===== config.mk =====
export PLATFORM = sky130hd
export DESIGN_NAME = wake_restart_ctrl
export DESIGN_NICKNAME = d
export VERILOG_FILES = /design/src/rtl/fr_pkg.sv /design/src/rtl/fr_mask_reg.sv /design/src/rtl/fr_detect.sv /design/src/rtl/fr_sync.sv /design/src/rtl/fr_seq.sv /design/src/rtl/wake_restart_ctrl.sv
export SDC_FILE = /design/constraint.sdc
export NUM_CORES = 1
export LEC_CHECK = 0
export BUFFER_PORTS_ARGS = -buffer_cell sky130_fd_sc_hd__buf_4
export CORE_MARGIN = 1.5
export CORE_UTILIZATION = 45
export CTS_CLUSTER_DIAMETER = 100
export CTS_CLUSTER_SIZE = 16
export DETAILED_ROUTE_END_ITERATION = 7
export PLACE_DENSITY = 0.9
export SLEW_MARGIN = 20
export SYNTH_ARGS = -nofsm -noshare
export SYNTH_HDL_FRONTEND = slang
export SYNTH_SLANG_ARGS = --single-unit

===== constraint.sdc =====
create_clock -name clk -period 2.9 [get_ports clk]
set_clock_uncertainty 0.2 [all_clocks]
set_input_delay 0.435 -clock clk [delete_from_list [all_inputs] [get_ports clk]]
set_output_delay 0.435 -clock clk [all_outputs]
set_load 0.01 [all_outputs]

===== src/rtl/fr_pkg.sv =====
// Package: shared types for the wake-up fast restart controller.
// Assumes: a single clock domain for the sequencer; wake lines are asynchronous.
package fr_pkg;
    typedef enum logic [1:0] {
        SEQ_IDLE   = 2'd0,
        SEQ_OSC    = 2'd1,
        SEQ_SWITCH = 2'd2,
        SEQ_CPU    = 2'd3
    } seq_state_t;
endpackage


===== src/rtl/fr_mask_reg.sv =====
// Enable mask register: holds one enable bit per wake line.
// Assumes: synchronous active-low reset clears every bit, so nothing wakes before setup.
module fr_mask_reg #(
    parameter int N_LINES = 16
) (
    input  logic               clk,
    input  logic               rst_n,
    input  logic               wr_i,
    input  logic [N_LINES-1:0] data_i,
    output logic [N_LINES-1:0] mask_o
);
    logic [N_LINES-1:0] mask_q;

    // Load the mask on a write strobe; clear on reset.
    always_ff @(posedge clk) begin
        if (!rst_n)
            mask_q <= '0;
        else if (wr_i)
            mask_q <= data_i;
    end

    assign mask_o = mask_q;


    mask_reset_chk: assert property (@(posedge clk) !rst_n |=> mask_q == '0);
endmodule


===== src/rtl/fr_detect.sv =====
// Wake detector: asynchronous OR of the enabled, inverted wake lines.
// Assumes: wake lines are active low; no clock is involved on this path.
module fr_detect #(
    parameter int N_LINES = 16
) (
    input  logic [N_LINES-1:0] wake_n_i,
    input  logic [N_LINES-1:0] mask_i,
    output logic               req_o
);
    logic [N_LINES-1:0] hit;

    // One qualified hit per line.
    genvar gi;
    generate
        for (gi = 0; gi < N_LINES; gi++) begin : g_line
            assign hit[gi] = mask_i[gi] & ~wake_n_i[gi];
        end
    endgenerate

    // Collapse all hits into the single request.
    always_comb req_o = |hit;
endmodule


===== src/rtl/fr_sync.sv =====
// Level synchroniser: carries an asynchronous level into the clk domain.
// Assumes: STAGES >= 2; reset drives every stage to 0.
module fr_sync #(
    parameter int STAGES = 2
) (
    input  logic clk,
    input  logic rst_n,
    input  logic d_i,
    output logic q_o
);
    logic [STAGES-1:0] chain_q;

    // Shift the level through the flop chain.
    always_ff @(posedge clk) begin
        if (!rst_n)
            chain_q <= '0;
        else
            chain_q <= {chain_q[STAGES-2:0], d_i};
    end

    assign q_o = chain_q[STAGES-1];
endmodule


===== src/rtl/fr_seq.sv =====
// Recovery sequencer: oscillator on, wait ready, switch master clock, ungate CPU.
// Assumes: req_i is already synchronous; outputs decode from the state register
// so they are glitch-free; leaving wait mode is the only exit from the last step.
module fr_seq (
    input  logic clk,
    input  logic rst_n,
    input  logic req_i,
    input  logic wait_mode_i,
    input  logic osc_ready_i,
    output logic osc_on_o,
    output logic mclk_fast_o,
    output logic cpu_clk_en_o
);
    import fr_pkg::*;

    seq_state_t st_q, st_d;

    // Next-state selection for the three-step recovery.
    always_comb begin
        st_d = st_q;
        unique case (st_q)
            SEQ_IDLE:   if (req_i && wait_mode_i) st_d = SEQ_OSC;
            SEQ_OSC:    if (osc_ready_i)          st_d = SEQ_SWITCH;
            SEQ_SWITCH:                           st_d = SEQ_CPU;
            SEQ_CPU:    if (!wait_mode_i)         st_d = SEQ_IDLE;
            default:                              st_d = SEQ_IDLE;
        endcase
    end

    // State register with synchronous reset.
    always_ff @(posedge clk) begin
        if (!rst_n)
            st_q <= SEQ_IDLE;
        else
            st_q <= st_d;
    end

    // Moore decode of the force outputs.
    always_comb begin
        osc_on_o     = (st_q != SEQ_IDLE);
        mclk_fast_o  = (st_q == SEQ_SWITCH) || (st_q == SEQ_CPU);
        cpu_clk_en_o = (st_q == SEQ_CPU);
    end


    run_mode_ignore_chk: assert property (@(posedge clk) disable iff (!rst_n)
        (st_q == SEQ_IDLE && !wait_mode_i) |=> !osc_on_o);

    no_runt_clk_chk: assert property (@(posedge clk) disable iff (!rst_n)
        $rose(mclk_fast_o) |-> ($past(osc_ready_i) && $past(osc_on_o)));

    mclk_needs_osc_chk: assert property (@(posedge clk) disable iff (!rst_n)
        mclk_fast_o |-> osc_on_o);

    cpu_after_mclk_chk: assert property (@(posedge clk) disable iff (!rst_n)
        $rose(cpu_clk_en_o) |-> $past(mclk_fast_o));

    hold_in_wait_chk: assert property (@(posedge clk) disable iff (!rst_n)
        (cpu_clk_en_o && wait_mode_i) |=> (cpu_clk_en_o && mclk_fast_o && osc_on_o));
endmodule


===== src/rtl/wake_restart_ctrl.sv =====
// Top: wake-up fast restart controller.
// Assumes: wake_n_i is asynchronous and active low; osc_ready_i comes from the
// fast RC oscillator; the three force outputs are ORed into clock management.
module wake_restart_ctrl #(
    parameter int N_LINES     = 16,
    parameter int SYNC_STAGES = 2
) (
    input  logic               clk,
    input  logic               rst_n,
    input  logic               mask_wr_i,
    input  logic [N_LINES-1:0] mask_data_i,
    output logic [N_LINES-1:0] mask_o,
    input  logic [N_LINES-1:0] wake_n_i,
    input  logic               wait_mode_i,
    input  logic               osc_ready_i,
    output logic               restart_req_o,
    output logic               osc_on_o,
    output logic               mclk_fast_o,
    output logic               cpu_clk_en_o
);
    logic [N_LINES-1:0] mask_w;
    logic               req_async;
    logic               req_sync;

    fr_mask_reg #(.N_LINES(N_LINES)) u_mask (
        .clk    (clk),
        .rst_n  (rst_n),
        .wr_i   (mask_wr_i),
        .data_i (mask_data_i),
        .mask_o (mask_w)
    );

    fr_detect #(.N_LINES(N_LINES)) u_detect (
        .wake_n_i (wake_n_i),
        .mask_i   (mask_w),
        .req_o    (req_async)
    );

    fr_sync #(.STAGES(SYNC_STAGES)) u_sync (
        .clk   (clk),
        .rst_n (rst_n),
        .d_i   (req_async),
        .q_o   (req_sync)
    );

    fr_seq u_seq (
        .clk          (clk),
        .rst_n        (rst_n),
        .req_i        (req_sync),
        .wait_mode_i  (wait_mode_i),
        .osc_ready_i  (osc_ready_i),
        .osc_on_o     (osc_on_o),
        .mclk_fast_o  (mclk_fast_o),
        .cpu_clk_en_o (cpu_clk_en_o)
    );

    assign mask_o        = mask_w;
    assign restart_req_o = req_async;
endmodule


==> results.md, run 1 <==
* Clock Sinks at 20
* Internal Pwr Total at 0.470 mW
* Routed length on met3 at 138 um
* Die ar. at 0.00236 mm2
* Leak at 0.722 nW
* R2r startpoint: u_seq.st_q[1]
* Syn nets at 137
* Setup Fix Bufs, Post-CTS at 0
* Worst Hold Path EP: u_sync.chain_q[1]
* First-pass GRT wire length at 3550 um
* Highest routed layer: met4
* Worst-skew pair later-pin latency at 0.29 ns
* IO Pins at 57
* Slowest stage delay, CP at 0.42 ns
* # DRC at 0
* Sequential power share at 0.483
* Slew Limit Fails at 0
* Worst-Margin Slew at 0.480 ns
* Initial Utilization at 0.476
* Min-Delay Startpoint: rst_n
* Critical Path RT at 2.27 ns
* Diode count at 0
* Critical Path Stages at 4
* Pwr dens at 473 mW/mm2
* R2R depth at 6
* Fin crit period at 2.17 ns
* HP Class: input port to flip-flop
* Synthesized area at 933 um2
* Worst slew margin at 0.680
* Cell with the most instances after synthesis: dfxtp_1
* Core footprint at 0.00196 mm2
* Met1 Wirelength at 903 um
* Mapped Cells at 95
* VDD IR max at 300 uV
* Seq cells post-synth at 20
* CP max-delay cell: a2111oi_1
* R2r setup slk at 1.21 ns
* 1st-pass router iterations at 4
* DR WL met2 at 1050 um
* Sequential share of the synthesized area at 0.429
* Part of the power in combinational logic at 0.329
* Max_cap viols at 0
* Gpl congestion at 0.701
* Syn_area_per_cell at 9.83 um2
* Final net count at 195
* Synth-to-Final Area Change at 49.3%
* Crit path max fanout at 3
* Vias in the first global route at 865
* Crit Path Category: flip-flop to output pin
* Synth top area share at 0.429
* Final period util at 0.749
* Htree depth at 1
* Buf/Inv on CP at 1
* Net switching power at 0.189 mW
* Via count at 849
* Layout cells sized above 1 at 0.411
* Cell family with most CP delay: compound AO/OA/AOI/OAI gates
* Post-synth EDFFs at 0
* Post-cts sizing count at 0
* Ys Warns at 0
* Critical Path End Type: output pin
* Die Y at 48.5 um
* Cell Rows at 16
* Total Power at 0.659 mW
* Total negative setup slack at 0 ns
* Setup violators final at 0
* Routed Antenna Nets at 0
* CTS tree: done
* Async SR Flop Fraction at 0
* Chip width at 48.5 um
* Root Buffer: clkbuf_4
* Initial antenna violation count at 0
* RSZ-0062 raised after global routing: false
* Run status: finished, final reports clean
* Cts hold-fix bufs at 0
* CTS max path bufs at 2
* Final wirelength at 2120 um
* R2r endpoint: u_seq.st_q[0]
* Clk pwr share at 0.188
* Drt initial violations at 6
* Net Sw Frac at 0.287
* Crit-path cells: nor2b_1 > a2111oi_1 > nand4_1 > buf_4
* Reg clk slew, reported paths at 0.11 ns
* Yosys cell types at 19
* Grt ovf at 0
* GR Util All Layers at 0.192
* Post-DP HPWL at 1700 um
* WP data arrival at 1.54 ns
* Yosys top cell by area: dfxtp_1
* CTS Buf Count at 3
* Main flop type after synthesis: dfxtp_1
* Wirelength per Cell at 11.9 um
* WHS Path Cells at 2
* Most frequent cells after synthesis: dfxtp_1 (20), mux2i_1 (17), nor2_1 (15), nor2b_1 (14), inv_1 (8)
* Port Buffers at 56
* Fmax at 0.460 GHz
* Synth top area cells: dfxtp_1 (43%), mux2i_1 (18%), nor2b_1 (9.4%), ha_1 (6.7%), nor2_1 (6.0%)
* Via density at 4.77
* Startpoint Class: flip-flop
* Largest net degree at the start of global routing at 17
* Final Hold Violating Endpoints at 0
[through the flow]
stage / utilization / std cells / hold WS [ns] / setup slack [ns] / cell area [um2]
detailed placement: 0.699 / 175 / 0.229 / 0.907 / 1370
finish: 0.710 / 178 / 0.174 / 0.728 / 1390
global route: 0.710 / 178 / 0.167 / 0.567 / 1390
global placement: 0.699 / 175 / 0.216 / 0.913 / 1370
floorplan: - / 95 / 0.212 / 1.24 / 933
CTS: 0.710 / 178 / 0.163 / 0.693 / 1390
[power by group through the flow]
| stage | registers, mW | clock network, mW | logic [mW] |
|---|---|---|---|
| floorplan | 0.327 | 0 | 0.111 |
| global placement | 0.323 | 0 | 0.207 |
| detailed placement | 0.325 | 0 | 0.218 |
| CTS | 0.319 | 0.132 | 0.219 |
| global route | 0.323 | 0.141 | 0.239 |
| finish | 0.319 | 0.124 | 0.217 |
[registers in the layout, indices dropped and copies added (netlist names)]
name / cells
u_seq.st_q: 2
u_mask.mask_o: 16
u_sync.chain_q: 2
[worst max-delay path by stage]
| stage | startpoint | end | slack [ns] |
|---|---|---|---|
| floorplan | wake_n_i[2] | restart_req_o | 1.24 |
| global placement | wake_n_i[5] | restart_req_o | 0.91 |
| detailed placement | wake_n_i[15] | restart_req_o | 0.91 |
| CTS | u_mask.mask_o[0] | restart_req_o | 0.69 |
| global route | u_mask.mask_o[0] | restart_req_o | 0.57 |
| finish | u_mask.mask_o[0] | restart_req_o | 0.73 |
[cell families (layout without fill, tap and decap cells)]
kind of cell,count (synthesis),after routing,synth area share
compound gates,6,6,0.0670
mux,17,17,0.182
flops,20,20,0.429
simple gates,36,36,0.205
buf+inv,11,67,0.0496
fa+ha+maj,5,5,0.0670
[placed cells by master, fill, tap and decap left out, types with 2 or more instances in the layout]
cell type  Yosys  final
a2111oi_1      3      3
and2_1         2      2
buf_4          1     56
clkbuf_4       0      3
dfxtp_1       20     20
ha_1           5      5
inv_1          8      8
mux2i_1       17     17
nor2_1        15     15
nor2b_1       14     14
[routing by layer]
metal  vias up  GRT usage
li1        427          -
met1       378      0.214
met2        40      0.356
met3         4     0.0401
met4         0     0.0714
met5         -          0
[cell type report]
cell class              count  area (um2)
clock buffers               3        22.5
repair buffers             56         420
inverters                   8        30.0
multi-input cells          64         487
flip-flops and latches     20         400
well taps                  27        33.8
fillers                   157         568
No activity file was read; power rests on OpenSTA's default activity.
==> inputs of run 2 (changes only) <==
- CORE_UTILIZATION: 45 -> 37
- PLACE_DENSITY: 0.9 -> 0.8
- clock period: 2.9 -> 1.77 ns (I/O delays scaled with it)
==> run 2 against run 1 <==
Against the previous run:
- the run now ends with negative setup slack left
- sequential power increased by 68%
- hold slack worse by 0.17 ns
- die area grew 20%
- final cell count is 12% higher
- core utilization increased by 0.82 points
- critical endpoint unchanged
- highest routed layer unchanged
==> results.md, run 2 (synthesized netlist as in run 1, its figures left out) <==
* Worst-skew pair later-pin latency at 0.30 ns
* Pwr dens at 832 mW/mm2
* RSZ-0062 raised after global routing: true
* Die Y at 53.2 um
* Final net count at 212
* Vias in the first global route at 953
* WP data arrival at 1.43 ns
* Design Area, Final at 0.00175 mm2
* Max_cap viols at 0
* Chip width at 53.2 um
* Root Buffer: clkbuf_4
* R2r startpoint: u_seq.st_q[0]
* Total negative setup slack at -0.124 ns
* Die ar. at 0.00283 mm2
* Fmax at 0.528 GHz
* Slowest stage delay, CP at 0.35 ns
* Area after DPL at 0.00138 mm2
* GR Util All Layers at 0.198
* Buf/Inv on CP at 1
* CTS Buf Count at 3
* Via density at 4.71
* Pre-CTS WS at 0.0526 ns
* Clock Sinks at 20
* Diode count at 0
* Cell Rows at 18
* Met1 Wirelength at 1100 um
* Worst hold slack at 0.00417 ns
* CP max-delay cell: dfxtp_2
* Crit path max fanout at 2
* Cell family with most CP delay: flip-flops
* CTS tree: done
* Largest net degree at the start of global routing at 17
* HP Class: input port to flip-flop
* IO Pins at 57
* Max reg flops at 16
* Reg clk slew, reported paths at 0.12 ns
* DR WL met2 at 1680 um
* 1st-pass router iterations at 2
* Initial antenna violation count at 0
* First-pass GRT wire length at 3920 um
* Gpl congestion at 0.685
* Final Worst Setup Slack at -0.124 ns
* Layout cells sized above 1 at 0.562
* Worst-Margin Slew at 0.573 ns
* Most frequent cells in the layout: buf_4 (61), mux2i_1 (17), nor2_1 (15), dfxtp_1 (11), nor2b_1 (10)
* Final period util at 1.07
* # DRC at 0
* Highest routed layer: met4
* VDD IR max at 674 uV
* Crit-path cells: nor2b_4 > a2111oi_4 > nand4_1 > buf_4
* Commonest non-fill, non-tap cell in the layout: buf_4
* Final Hold Violating Endpoints at 0
* Critical path origin: u_mask.mask_o[7]
* CTS max path bufs at 2
* Wirelength per Cell at 14.8 um
* Initial Utilization at 0.384
* Slew Limit Fails at 0
* Routed Antenna Nets at 0
* Port Buffers at 56
* Fin crit period at 1.89 ns
* Via count at 938
* Run status: finished, violations left
* Crit Path Category: flip-flop to output pin
* Critical Path End Type: output pin
* Leak at 0.844 nW
* Core footprint at 0.00243 mm2
* Violated checks: negative setup slack
* Final wirelength at 2940 um
* Grt ovf at 0
* Startpoint Class: flip-flop
* Drt initial violations at 6
* Htree depth at 1
* Worst slew margin at 0.618
* Setup violators final at 1
* Min-Delay Startpoint: mask_data_i[0]
* Routed length on met3 at 143 um
* Synth-to-Final Area Change at 87.3%
* Critical Path RT at 1.30 ns
## run 2: stage by stage
stage / power, mW / utilization / instances
2_1_floorplan: 0.718 / - / 95
3_3_place_gp: 0.870 / 0.565 / 178
3_5_place_dp: 0.891 / 0.565 / 178
4_1_cts: 1.33 / 0.677 / 196
5_1_grt: 1.53 / 0.719 / 199
6_report: 1.45 / 0.719 / 199
## run 2: area by class of cell
cell class	instances	area (um2)
clock buffers	3	22.5
clock inverters	1	30.0
fillers	186	684
inverters	8	30.0
multi-input cells	64	634
flip-flops and latches	20	412
well taps	30	37.5
repair buffers	73	582
## run 2: worst paths after layout
check                            to  slack [ns]  depth (start not counted)
setup reg to reg      u_seq.st_q[0]        0.02                          6
hold / removal     u_mask.mask_o[0]       0.004                          3
hold reg to reg   u_sync.chain_q[1]        0.25                          1
setup / recovery      restart_req_o       -0.12                          4
## run 2: worst min-delay path, stage by stage
cell and delay, ns:
buf_4 0.08, mux2i_1 0.06, nor2_1 0.07
## run 2: metal layers
layer / vias to the layer above / GRT usage
met5: - / 0
met4: 0 / 0.0769
met3: 2 / 0.0424
met2: 34 / 0.389
met1: 440 / 0.196
li1: 462 / -
## run 2: what timing repair did
action | CTS | global route
buffers inserted | 5 | 3
hold buffers | 9 | 0
endpoints found under the setup margin | 2 | 4
pin swaps | 4 | 7
gates resized for setup | 23 | 16
hold endpoints to repair | 10 | 0
## run 2: power breakdown
group | switching [mW] | total, mW | internal, mW
Combinational | 0.228 | 0.543 | 0.315
Clock | 0.145 | 0.374 | 0.229
Sequential | 0.0405 | 0.537 | 0.497
==> inputs of run 3 (changes only) <==
- ABC_AREA: not set -> 1
- CORE_UTILIZATION: 37 -> 38
- PLACE_DENSITY: 0.8 -> 0.81
==> run 3 against run 2 <==
Against the previous run:
- the flow now finishes without violations
- non-clock buffer count down 2
- highest routed layer unchanged
- design area down 8.7%
- core utilization down 6.3 points
- global-route usage down 1.5 points
- sequential power up 1%
- sequential share of layout area up 2.2 points
- clock-buffer cell count unchanged
- largest cell class is now buffers
- combinational power down 12%
==> results.md, run 3 <==
* Final net count at 260
* Xor/xnor cell area share of the yosys netlist at 0
* Worst-Margin Slew at 0.303 ns
* Worst slew margin at 0.797
* Synth top area cells: dfxtp_1 (42%), nor2_1 (16%), nand2_1 (11%), inv_1 (9.4%), o21ai_0 (7.8%)
* Most frequent cells in the layout: buf_4 (55), nor2_1 (38), nand2_1 (29), inv_1 (22)
* Clk pwr share at 0.171
* Net Sw Frac at 0.313
* Seq cells post-synth at 20
* Port Buffers at 56
* Drt initial violations at 13
* Ys Warns at 0
* Sequential share of the synthesized area at 0.416
* Max reg flops at 16
* Root Buffer: clkbuf_4
* Synthesized area at 963 um2
* CTS Buf Count at 3
* Buf/Inv on CP at 2
* CP max-delay cell: dfxtp_1
* WP data arrival at 1.23 ns
* Design Area, Final at 0.00160 mm2
* CTS max path bufs at 2
* Vias in the first global route at 944
* Sequential power share at 0.442
* Setup violators final at 0
* Reg clk slew, reported paths at 0.11 ns
* Gpl congestion at 0.688
* Final wirelength at 2550 um
* Final period util at 0.960
* Largest net degree at the start of global routing at 21
* VDD IR max at 543 uV
* Htree depth at 1
* Commonest non-fill, non-tap cell in the layout: buf_4
* Final Worst Setup Slack at 0.0712 ns
* Internal Pwr Total at 0.847 mW
* Non-Filler Instances at 246
* Synth top area share at 0.416
* First-pass GRT wire length at 3750 um
* Syn nets at 188
* RSZ-0062 raised after global routing: true
* Mapped Cells at 146
* Main flop type after synthesis: dfxtp_1
* Largest family of logic cells by synthesized area: simple AND/OR/NAND/NOR gates
* Fin crit period at 1.70 ns
* Wirelength per Cell at 10.4 um
* Diode count at 0
* Part of the power in combinational logic at 0.387
* Run status: finished, final reports clean
* Pwr dens at 774 mW/mm2
* Crit Path Category: flip-flop to output pin
* Post-synthesis mux area share at 0
* HP Class: input port to flip-flop
* Chip width at 53.4 um
* Critical Path End Type: output pin
* Cells after DPL at 228
* IO Pins at 57
* Core footprint at 0.00243 mm2
* GR Util All Layers at 0.183
* Post-synthesis adder-cell area fraction at 0.0649
* Die Y at 53.4 um
* Crit path max fanout at 3
* Slowest stage delay, CP at 0.34 ns
* Crit-path cells: nand2_1 > nand2_1 > nor2_2 > nand2_1 > nor2_2 > inv_1 > buf_6
* Cell Rows at 18
* Clock Sinks at 20
* Leak at 0.875 nW
* Most frequent cells after synthesis: nor2_1 (40), nand2_1 (29), inv_1 (24), dfxtp_1 (20), o21ai_0 (15)
* Via count at 1094
* Complex-gate fraction of the synthesized area at 0.108
* # DRC at 0
* Worst hold slack at 0.00733 ns
* Worst-skew pair later-pin latency at 0.30 ns
* Fmax at 0.589 GHz
* Critical Path Most Common Cell: nand2_1
* Cell with the most instances after synthesis: nor2_1
* Yosys top cell by area: dfxtp_1
* Cell family with most CP delay: simple AND/OR/NAND/NOR gates
* Syn_area_per_cell at 6.60 um2
* Net switching power at 0.387 mW
* Layout cells sized above 1 at 0.361
* Async SR Flop Fraction at 0
* Startpoint Class: flip-flop
* Initial antenna violation count at 0
* Slew Limit Fails at 0
* Area after DPL at 0.00140 mm2
* Yosys cell types at 14
* Die ar. at 0.00285 mm2
* CTS tree: done
* Post-synth EDFFs at 0
* Post-DP HPWL at 1680 um
* Via density at 4.45
* Pre-CTS WS at 0.247 ns
* Routed Antenna Nets at 0
* 1st-pass router iterations at 4
* Post-Synth Simple-Gate Area at 0.287
* Fin util at 0.656
* Grt ovf at 0
* Critical Path RT at 1.30 ns
* Synth-to-Final Area Change at 65.6%
* Initial Utilization at 0.396
* Final Hold Violating Endpoints at 0
* Max_cap viols at 0
## run 3: cell types whose count changed after synthesis, moves of 2 or more
cell / delta
o21ai_1: +4
o21ai_0: +15
nor2_1: +25
nor2b_1: -14
a2111oi_1: -3
and2_1: -2
nand2_1: +28
inv_1: +16
mux2i_1: -17
## run 3: logic make-up (layout without fill, tap and decap cells)
logic type | Yosys count | count (layout)
and+or+nand+nor | 72 | 72
buffers and inverters | 29 | 99
AOI/OAI and AO/OA | 20 | 20
DFF | 20 | 20
adders and majority gates | 5 | 5
## run 3: final timing paths
check | cells after the start | to | slack [ns] | startpoint
worst max register to register | 6 | u_seq.st_q[0] | 0.26 | u_seq.st_q[0]
worst max-delay path | 7 | restart_req_o | 0.07 | u_mask.mask_o[12]
worst min register to register | 2 | u_sync.chain_q[1] | 0.23 | u_sync.chain_q[0]
worst min-delay path | 3 | u_mask.mask_o[8] | 0.007 | mask_data_i[8]
## run 3: cell type report
cell class / count / area (um2)
fillers: 240 / 837
repair buffers: 71 / 576
inverters: 25 / 93.8
flip-flops and latches: 20 / 410
well taps: 30 / 37.5
multi-input cells: 97 / 455
clock buffers: 3 / 22.5
## run 3: worst min-delay path, delay by kind of cell
family / cells / cell delay (ns)
buffers and inverters: 1 / 0.08
and+or+nand+nor: 2 / 0.12
## run 3: power by group through the flow
stage                     logic [mW]  clock network, mW  registers [mW]
after floorplan                0.222                  0           0.554
after global placement         0.410                  0           0.546
after detailed placement       0.413                  0           0.548
after CTS                      0.466              0.216           0.543
after global routing           0.546              0.238           0.554
final                          0.478              0.211           0.545
## run 3: layer usage
layer,vias up,track usage,part of all wire
li1,577,-,-
met1,481,0.203,0.42
met2,34,0.331,0.52
met3,2,0.0395,0.057
met4,0,0.0769,0.0071
met5,-,0,0
## run 3: per-stage QoR
| stage | TNS (ns) | power (mW) |
|---|---|---|
| 5_1_grt | -0.0475 | 1.34 |
| 3_5_place_dp | 0 | 0.961 |
| 4_1_cts | 0 | 1.23 |
| 6_report | 0 | 1.23 |
| 3_3_place_gp | 0 | 0.957 |
| 2_1_floorplan | 0 | 0.775 |
## run 3: what timing repair did
item / 4_1_cts / 5_1_grt
endpoints found under the hold margin: 14 / 0
gates resized for setup: 4 / 14
pin swaps: 0 / 5
hold buffers: 14 / 0
setup endpoints to repair: 1 / 2
buffers inserted: 1 / 0
